### config.mk
export PLATFORM = sky130hd
export DESIGN_NAME = inline_wr_engine
export DESIGN_NICKNAME = d
export VERILOG_FILES = /design/src/rtl/iwe_pkg.sv /design/src/rtl/iwe_cfg_regs.sv /design/src/rtl/iwe_seq.sv /design/src/rtl/inline_wr_engine.sv
export SDC_FILE = /design/constraint.sdc
export NUM_CORES = 2
export LEC_CHECK = 0
export ABC_AREA = 0
export CORE_UTILIZATION = 30
export CTS_BUF_LIST = sky130_fd_sc_hd__clkbuf_4 sky130_fd_sc_hd__clkbuf_8
export DETAILED_ROUTE_END_ITERATION = 6
export DONT_BUFFER_PORTS = 1
export SETUP_SLACK_MARGIN = 0.2
export SLEW_MARGIN = 15
export SYNTH_ARGS = -nofsm -noshare
export SYNTH_HDL_FRONTEND = slang
export SYNTH_SLANG_ARGS = --single-unit
### constraint.sdc
create_clock -name clk -period 9 [get_ports clk]
set_input_delay 1.35 -clock clk [delete_from_list [all_inputs] [get_ports clk]]
set_output_delay 1.35 -clock clk [all_outputs]
set_load 0.01 [all_outputs]
### src/rtl/iwe_pkg.sv
package iwe_pkg;
    localparam int unsigned NUM_METHODS = 'h7F;

    localparam int unsigned M_LINE_LEN = 'h60;
    localparam int unsigned M_LINE_CNT = 'h61;
    localparam int unsigned M_DST_HI   = 'h62;
    localparam int unsigned M_DST_LO   = 'h63;
    localparam int unsigned M_ORG_Z    = 'h69;
    localparam int unsigned M_ORG_X    = 'h6A;
    localparam int unsigned M_ORG_Y    = 'h6B;
    localparam int unsigned M_EXEC     = 'h6C;
    localparam int unsigned M_DATA     = 'h6D;

    typedef enum logic [0:0] {
        S_IDLE  = 1'b0,
        S_ISSUE = 1'b1
    } seq_state_e;
endpackage

### src/rtl/iwe_cfg_regs.sv
module iwe_cfg_regs
    import iwe_pkg::*;
#(
    parameter int unsigned WORD_W = 32,
    parameter int unsigned METH_W = 8,
    localparam int unsigned ADDR_W = 2 * WORD_W
) (
    input  logic              clk,
    input  logic              rst_n,
    input  logic              wr_en,
    input  logic [METH_W-1:0] wr_method,
    input  logic [WORD_W-1:0] wr_data,
    output logic [ADDR_W-1:0] base_addr,
    output logic [WORD_W-1:0] line_len,
    output logic [WORD_W-1:0] line_cnt,
    output logic              exec_linear,
    output logic              origin_zero,
    output logic [WORD_W-1:0] data_word
);
    logic [WORD_W-1:0] len_q, cnt_q, hi_q, lo_q, z_q, x_q, y_q, data_q;
    logic              lin_q;

    always_ff @(posedge clk or negedge rst_n) begin
        if (!rst_n) begin
            len_q  <= '0;
            cnt_q  <= '0;
            hi_q   <= '0;
            lo_q   <= '0;
            z_q    <= '0;
            x_q    <= '0;
            y_q    <= '0;
            data_q <= '0;
            lin_q  <= 1'b0;
        end else if (wr_en) begin
            case (wr_method)
                METH_W'(M_LINE_LEN): len_q  <= wr_data;
                METH_W'(M_LINE_CNT): cnt_q  <= wr_data;
                METH_W'(M_DST_HI):   hi_q   <= wr_data;
                METH_W'(M_DST_LO):   lo_q   <= wr_data;
                METH_W'(M_ORG_Z):    z_q    <= wr_data;
                METH_W'(M_ORG_X):    x_q    <= wr_data;
                METH_W'(M_ORG_Y):    y_q    <= wr_data;
                METH_W'(M_EXEC):     lin_q  <= wr_data[0];
                METH_W'(M_DATA):     data_q <= wr_data;
                default: ;
            endcase
        end
    end

    assign base_addr   = {hi_q, lo_q};
    assign line_len    = len_q;
    assign line_cnt    = cnt_q;
    assign exec_linear = lin_q;
    assign origin_zero = ~|{z_q, x_q, y_q};
    assign data_word   = data_q;

    AST_HI_UPPER: assert property (@(posedge clk) disable iff (!rst_n)
        wr_en && wr_method == METH_W'(M_DST_HI) |=> base_addr[ADDR_W-1:WORD_W] == $past(wr_data))
        else $error("high address word not placed in upper half");

    AST_EXEC_BIT: assert property (@(posedge clk) disable iff (!rst_n)
        wr_en && wr_method == METH_W'(M_EXEC) |=> exec_linear == $past(wr_data[0]))
        else $error("linear select not taken from bit 0");
endmodule

### src/rtl/iwe_seq.sv
module iwe_seq
    import iwe_pkg::*;
#(
    parameter int unsigned WORD_W = 32,
    parameter int unsigned METH_W = 8,
    parameter int unsigned OFS_W  = 32,
    localparam int unsigned ADDR_W = 2 * WORD_W
) (
    input  logic              clk,
    input  logic              rst_n,
    input  logic              cmd_valid,
    input  logic [METH_W-1:0] cmd_method,
    output logic              cmd_ready,
    output logic              cmd_fire,
    input  logic [ADDR_W-1:0] base_addr,
    input  logic [WORD_W-1:0] line_len,
    input  logic [WORD_W-1:0] line_cnt,
    input  logic              exec_linear,
    input  logic              origin_zero,
    input  logic [WORD_W-1:0] data_word,
    output logic              mem_req_valid,
    input  logic              mem_req_ready,
    output logic [ADDR_W-1:0] mem_req_addr,
    output logic [WORD_W-1:0] mem_req_data,
    output logic              done,
    output logic              err_cfg,
    output logic              err_method
);
    seq_state_e state_q, state_d;
    logic [OFS_W-1:0]  offset_q;
    logic              armed_q;
    logic              is_data, is_exec, in_range, cfg_ok, launch, reject, retire;
    logic [ADDR_W-1:0] total_bytes, target_words;

    assign cmd_fire = cmd_valid && cmd_ready;
    assign is_data  = cmd_method == METH_W'(M_DATA);
    assign is_exec  = cmd_method == METH_W'(M_EXEC);
    assign in_range = cmd_method < METH_W'(NUM_METHODS);
    assign cfg_ok   = exec_linear && origin_zero;
    assign launch   = cmd_fire && is_data && cfg_ok;
    assign reject   = cmd_fire && is_data && !cfg_ok;
    assign retire   = mem_req_valid && mem_req_ready;

    // state register
    always_ff @(posedge clk or negedge rst_n) begin
        if (!rst_n) state_q <= S_IDLE;
        else        state_q <= state_d;
    end

    always_comb begin
        state_d = state_q;
        unique case (state_q)
            S_IDLE:  if (launch)        state_d = S_ISSUE;  // LAUNCH
            S_ISSUE: if (mem_req_ready) state_d = S_IDLE;   // RETIRE
            default:                    state_d = S_IDLE;
        endcase
    end

    // outputs of the state machine
    always_comb begin
        cmd_ready     = 1'b0;
        mem_req_valid = 1'b0;
        unique case (state_q)
            S_IDLE:  cmd_ready     = 1'b1;
            S_ISSUE: mem_req_valid = 1'b1;
            default: ;
        endcase
    end

    always_ff @(posedge clk or negedge rst_n) begin
        if (!rst_n) begin
            offset_q   <= '0;
            armed_q    <= 1'b0;
            err_cfg    <= 1'b0;
            err_method <= 1'b0;
        end else begin
            if (cmd_fire && is_exec) begin
                offset_q <= '0;
                armed_q  <= 1'b1;
            end else if (retire) begin
                offset_q <= offset_q + OFS_W'(1);
            end
            if (reject)                err_cfg    <= 1'b1;
            if (cmd_fire && !in_range) err_method <= 1'b1;
        end
    end

    assign mem_req_addr = base_addr + (ADDR_W'(offset_q) << 2);
    assign mem_req_data = data_word;

    assign total_bytes  = {{WORD_W{1'b0}}, line_len} * {{WORD_W{1'b0}}, line_cnt};
    assign target_words = total_bytes >> 2;
    assign done         = armed_q && (ADDR_W'(offset_q) >= target_words);

    AST_STALL_HOLD: assert property (@(posedge clk) disable iff (!rst_n)
        mem_req_valid && !mem_req_ready |=> mem_req_valid && $stable(mem_req_addr) && $stable(mem_req_data))
        else $error("stalled request changed");

    AST_STALL_OFFSET: assert property (@(posedge clk) disable iff (!rst_n)
        mem_req_valid && !mem_req_ready |=> $stable(offset_q))
        else $error("offset moved while stalled");

    AST_OFS_STEP: assert property (@(posedge clk) disable iff (!rst_n)
        retire |=> offset_q == $past(offset_q) + OFS_W'(1))
        else $error("offset did not step by one");

    AST_EXEC_CLEAR: assert property (@(posedge clk) disable iff (!rst_n)
        cmd_fire && is_exec |=> offset_q == '0)
        else $error("execute did not clear offset");

    AST_REJECT_NO_WRITE: assert property (@(posedge clk) disable iff (!rst_n)
        reject |=> !mem_req_valid && err_cfg && $stable(offset_q))
        else $error("rejected data write leaked");

    AST_BAD_METHOD: assert property (@(posedge clk) disable iff (!rst_n)
        cmd_fire && !in_range |=> err_method && !mem_req_valid)
        else $error("out-of-range method not flagged");
endmodule

### src/rtl/inline_wr_engine.sv
module inline_wr_engine #(
    parameter int unsigned WORD_W = 32,
    parameter int unsigned METH_W = 8,
    parameter int unsigned OFS_W  = 32
) (
    input  logic                  clk,
    input  logic                  rst_n,
    input  logic                  cmd_valid,
    output logic                  cmd_ready,
    input  logic [METH_W-1:0]     cmd_method,
    input  logic [WORD_W-1:0]     cmd_data,
    output logic                  mem_req_valid,
    input  logic                  mem_req_ready,
    output logic [2*WORD_W-1:0]   mem_req_addr,
    output logic [WORD_W-1:0]     mem_req_data,
    output logic                  done,
    output logic                  err_cfg,
    output logic                  err_method
);
    localparam int unsigned ADDR_W = 2 * WORD_W;

    logic              cmd_fire, exec_linear, origin_zero;
    logic [ADDR_W-1:0] base_addr;
    logic [WORD_W-1:0] line_len, line_cnt, data_word;

    iwe_cfg_regs #(.WORD_W(WORD_W), .METH_W(METH_W)) u_cfg (
        .clk(clk), .rst_n(rst_n),
        .wr_en(cmd_fire), .wr_method(cmd_method), .wr_data(cmd_data),
        .base_addr(base_addr), .line_len(line_len), .line_cnt(line_cnt),
        .exec_linear(exec_linear), .origin_zero(origin_zero), .data_word(data_word)
    );

    iwe_seq #(.WORD_W(WORD_W), .METH_W(METH_W), .OFS_W(OFS_W)) u_seq (
        .clk(clk), .rst_n(rst_n),
        .cmd_valid(cmd_valid), .cmd_method(cmd_method),
        .cmd_ready(cmd_ready), .cmd_fire(cmd_fire),
        .base_addr(base_addr), .line_len(line_len), .line_cnt(line_cnt),
        .exec_linear(exec_linear), .origin_zero(origin_zero), .data_word(data_word),
        .mem_req_valid(mem_req_valid), .mem_req_ready(mem_req_ready),
        .mem_req_addr(mem_req_addr), .mem_req_data(mem_req_data),
        .done(done), .err_cfg(err_cfg), .err_method(err_method)
    );
endmodule

==> run_results.csv <==
group,metric,value,unit
logic_synthesis,synthesis.area_per_instance,9.668,um^2
worst_setup_path,timing.setup.critical_path_class,"reg2out",
sta,setup_total_negative_slack,-1.918,ns
logic_synthesis,synth-seq-area-share,0.1531,
logic_synthesis,synth_area,47880,um^2
die,row_count,146,
run_status,failed_checks,"negative setup slack",
drt,drt-vias-per-instance,4.764,
sta,maxClockFrequency,0.09160,GHz
die,ioPinCount,145,
run,drv.max_cap_violation_count,0,
cells_and_area,final-instance-count-excl-fill,7306,
sta,setup_ws,-1.918,ns
clock_tree,clkTransAtPathRegs,0.07,ns
drt,route.detailed.drc,0,
logic_synthesis,synth_edf_count,0,
run_status,outcome,"finished with violations",
worst_setup_path,timing.critical_path.to_type,"output port",
global_route,first_pass_grt_wire_length,219800,um
worst_setup_path,standard_cell_with_the_maximum_stage_delay_on_the_critical_path,"fa_1",
sta,total_of_endpoints_with_negative_setup_slack_in_the_final_report,1,
sta,timing.final.max_slew_violations,0,
worst_setup_path,critical_path.reg2reg.endpoint,"u_cfg.data_word[24]$_DFFE_PN0P_",
worst_hold_path,timing.hold.worst.class,"in2async",
die,initial_utilization,0.3023,
clock_tree,htree_levels,2,
die,placeableCoreArea,158400,um^2
cells_and_area,layout_fillers,15970,
logic_synthesis,synth.largest_area_cell,"fa_1",
sta,finalHoldViolations,0,
logic_synthesis,post_synth_most_frequent_cells,"fa_1 (897), inv_1 (849), nand2_1 (646), and2_1 (611), ha_1 (327)",
cells_and_area,nNetsFinal,6452,
clock_tree,clock-sinks,293,
logic_synthesis,synth.distinct_cells,87,
drt,route.antenna.remaining_nets,0,
placement,post_detailed_placement_half_perimeter_wirelength,111100,um
die,dieWidth,401.5,um
sta,final_cycle_share,1.213,
power,sequentialPowerShare,0.391,
power,intPower,0.002525,W
power,leakage_power,28.04,nW
logic_synthesis,synth_flop_cell,"dfrtp_1",
logic_synthesis,yosysWarnings,0,
die,die_y,401.5,um
drt,vias_after_detailed_routing,34810,
logic_synthesis,asr_flop_ratio_synth,1.000,
placement,post_dp_cell_area,53000,um^2
logic_synthesis,synthCells,4952,
worst_setup_path,r2r_setup_slack,5.88,ns
worst_setup_path,path_max_fanout,14,
global_route,grt_overflow_total,0,
power,power_density,67.19,nW/um^2
clock_tree,tritoncts_clock_tree,"built",
cells_and_area,area_delta_synth_final,13.75,%
clock_tree,max-clock-path-buffers,3,
worst_setup_path,cp_common_cell,"fa_1",
placement,gpl.final_weighted_congestion,0.9073,
logic_synthesis,ys_top_cells_by_area,"fa_1 (38%), dfrtp_1 (15%), ha_1 (8.5%)",
drt,detail_route.wirelength,135000,um
sta,worst_slew_pin_slew,1.117,ns
drt,dr.first_iter.drc_count,1679,
power,finalPower,0.003659,W
clock_tree,ctsHoldBuffers,0,
logic_synthesis,synth_seq_cells,293,
clock_tree,clk_root_buffer_cell,"clkbuf_8",
worst_setup_path,rr_worst_depth,8,
logic_synthesis,synthMostInstantiatedCell,"fa_1",
sta,timing.slew.headroom,0.2544,
clock_tree,cts-buffers-inserted,54,
placement,dp_worst_setup_slack,-1.480,ns
global_route,grt_start_max_net_pins,294,
logic_synthesis,synth.net_count,6220,
placement,place_inst,7195,
power,pwr-share-comb,0.203,
clock_tree,clk_latency,0.69,ns
power,clock_power_share,0.405,
global_route,grt_antenna_before_repair,15,
global_route,total_routing_usage_reported_by_global_routing,0.1725,
worst_setup_path,worst_flop_to_flop_path_startpoint,"u_seq.state_q$_DFF_PN0_",
sta,rsz0062_at_grt,"true",
logic_synthesis,synth_top_area_frac,0.3751,
worst_setup_path,cp.arrival,9.57,ns
die,area_enclosed_by_the_die_boundary,161200,um^2
sta,clock-skew-final,0.04643,ns
global_route,via_count_of_the_first_global_routing_pass,38640,
power,switching_share,0.3100,
worst_setup_path,critPathRequiredTime,7.65,ns
worst_setup_path,critPathLaunchType,"flip-flop",
power,max-vdd-ir-drop,0.1131,mV
placement,io_buffers,0,
cells_and_area,final_area,54460,um^2
drt,detail_route.first_pass.iterations,5,
power,total_net_switching_power,0.001134,W
sta,finalCriticalPeriod,10.92,ns
drt,detail_route.wl_per_cell,18.48,um
cells_and_area,layout-drive-gt1-share,0.1631,
worst_setup_path,worst_path_largest_cell_delay,0.57,ns
[stage by stage]
stage / util / hold WS (ns)
after floorplan: - / 0.4392
after detailed placement: 0.3346 / 0.4892
final: 0.3439 / 0.3965
after global routing: 0.3438 / 0.3541
after global placement: 0.3346 / 0.4878
after CTS: 0.3433 / 0.3281
[final cells by class]
type                            count  area, um^2  area share
Multi-Input combinational cell   3542       36410      0.6685
Sequential cell                   293        7345      0.1349
Timing Repair Buffer              443        3662     0.06725
Inverter                          850        3193     0.05863
Tap cell                         2072        2592     0.04760
Clock buffer                       86        1059     0.01944
Clock inverter                     15       190.2    0.003492
Antenna cell                        5       12.51   0.0002297
[state kept, by name, summed over array words and instances, names as in the netlist]
signal / flops
u_cfg.data_word: 32
u_cfg.exec_linear: 1
u_cfg.hi_q: 32
u_cfg.line_cnt: 32
u_cfg.line_len: 32
u_cfg.lo_q: 32
u_cfg.x_q: 32
u_cfg.y_q: 32
u_cfg.z_q: 32
u_seq.armed_q: 1
u_seq.err_cfg: 1
u_seq.err_method: 1
u_seq.offset_q: 32
u_seq.state_q: 1
[what timing repair did]
action                     in CTS  in global routing
pin swaps                      11                  5
buffers inserted                4                  1
resized for setup              28                 22
setup endpoints to repair       1                  1
[cell families after synthesis]
group / Yosys count / synth area share
simple gates: 1589 / 0.1676
fa+ha+maj: 1224 / 0.4605
flops: 293 / 0.1531
xor+xnor: 133 / 0.02433
buf+inv: 1117 / 0.09095
mux: 226 / 0.05308
compound gates: 370 / 0.05033
[layout by cell type (no fill, tap or decap), types with 6 or more instances in the layout]
cell type  Yosys  final
o21ai_1       11     14
a211oi_1      15     15
nand2b_1      13     13
o21ai_0       68     62
clkbuf_8       5     66
nor3_1        31     29
and2_1       611    609
clkinv_2       0      6
nand2_1      646    645
a21oi_2        4     11
dfrtp_1      293    283
buf_12         0     27
or3_1          6      6
xor2_1        65     65
ha_1         327    323
a31oi_1       12     12
nor4_2         2      6
mux2_2       223    223
nor2_1       105    100
o21a_1        10     10
and3_1        28     27
o21bai_1      21     21
inv_1        849    845
dfrtp_2        0     10
nor4_1        33     27
buf_4          4    413
nor2b_1       10     10
nand3_1       38     37
nand4_1       47     47
xnor2_1       68     68
a21o_1        38     38
a21oi_1      115    107
fa_1         897    897
clkbuf_4       0     20
o211ai_1      10     10
[worst max-delay path by stage]
stage / start / end / slack [ns]
4_1_cts: u_cfg.line_cnt[2]$_DFFE_PN0P_ / done / -2.01
2_1_floorplan: u_cfg.line_cnt[17]$_DFFE_PN0P_ / done / -0.60
3_5_place_dp: u_cfg.line_len[16]$_DFFE_PN0P_ / done / -1.48
3_3_place_gp: u_cfg.line_len[16]$_DFFE_PN0P_ / done / -1.45
6_report: u_cfg.line_cnt[2]$_DFFE_PN0P_ / done / -1.92
5_1_grt: u_cfg.line_cnt[5]$_DFFE_PN0P_ / done / -2.46
[power by group through the flow]
| stage | Sequential, W | Combinational (W) | Clock (W) |
|---|---|---|---|
| global placement | 0.00145 | 0.000716 | 0 |
| CTS | 0.00143 | 0.000737 | 0.00152 |
| global route | 0.00144 | 0.000811 | 0.00158 |
| detailed placement | 0.00145 | 0.000720 | 0 |
| finish | 0.00143 | 0.000744 | 0.00148 |
| floorplan | 0.00143 | 0.000428 | 0 |
[critical path, delay by kind of cell, from the launching register on]
family,cells,cell delay (ns)
AOI/OAI and AO/OA,8,1.32
buffers and inverters,8,0.57
xor gates and xnor gates,1,0.16
adders and majority gates,10,4.66
DFF,1,0.40
and+or+nand+nor,11,1.76
[per-layer routing]
layer / GRT usage / vias to the layer above / routed length, um
met2: 0.2935 / 854 / 64770
met4: 0.05068 / 0 / 4074
li1: - / 15680 / -
met1: 0.2274 / 18090 / 58790
met5: 0 / - / 0
met3: 0.02310 / 177 / 7379
Note: power is estimated with default switching activity, not from simulation.
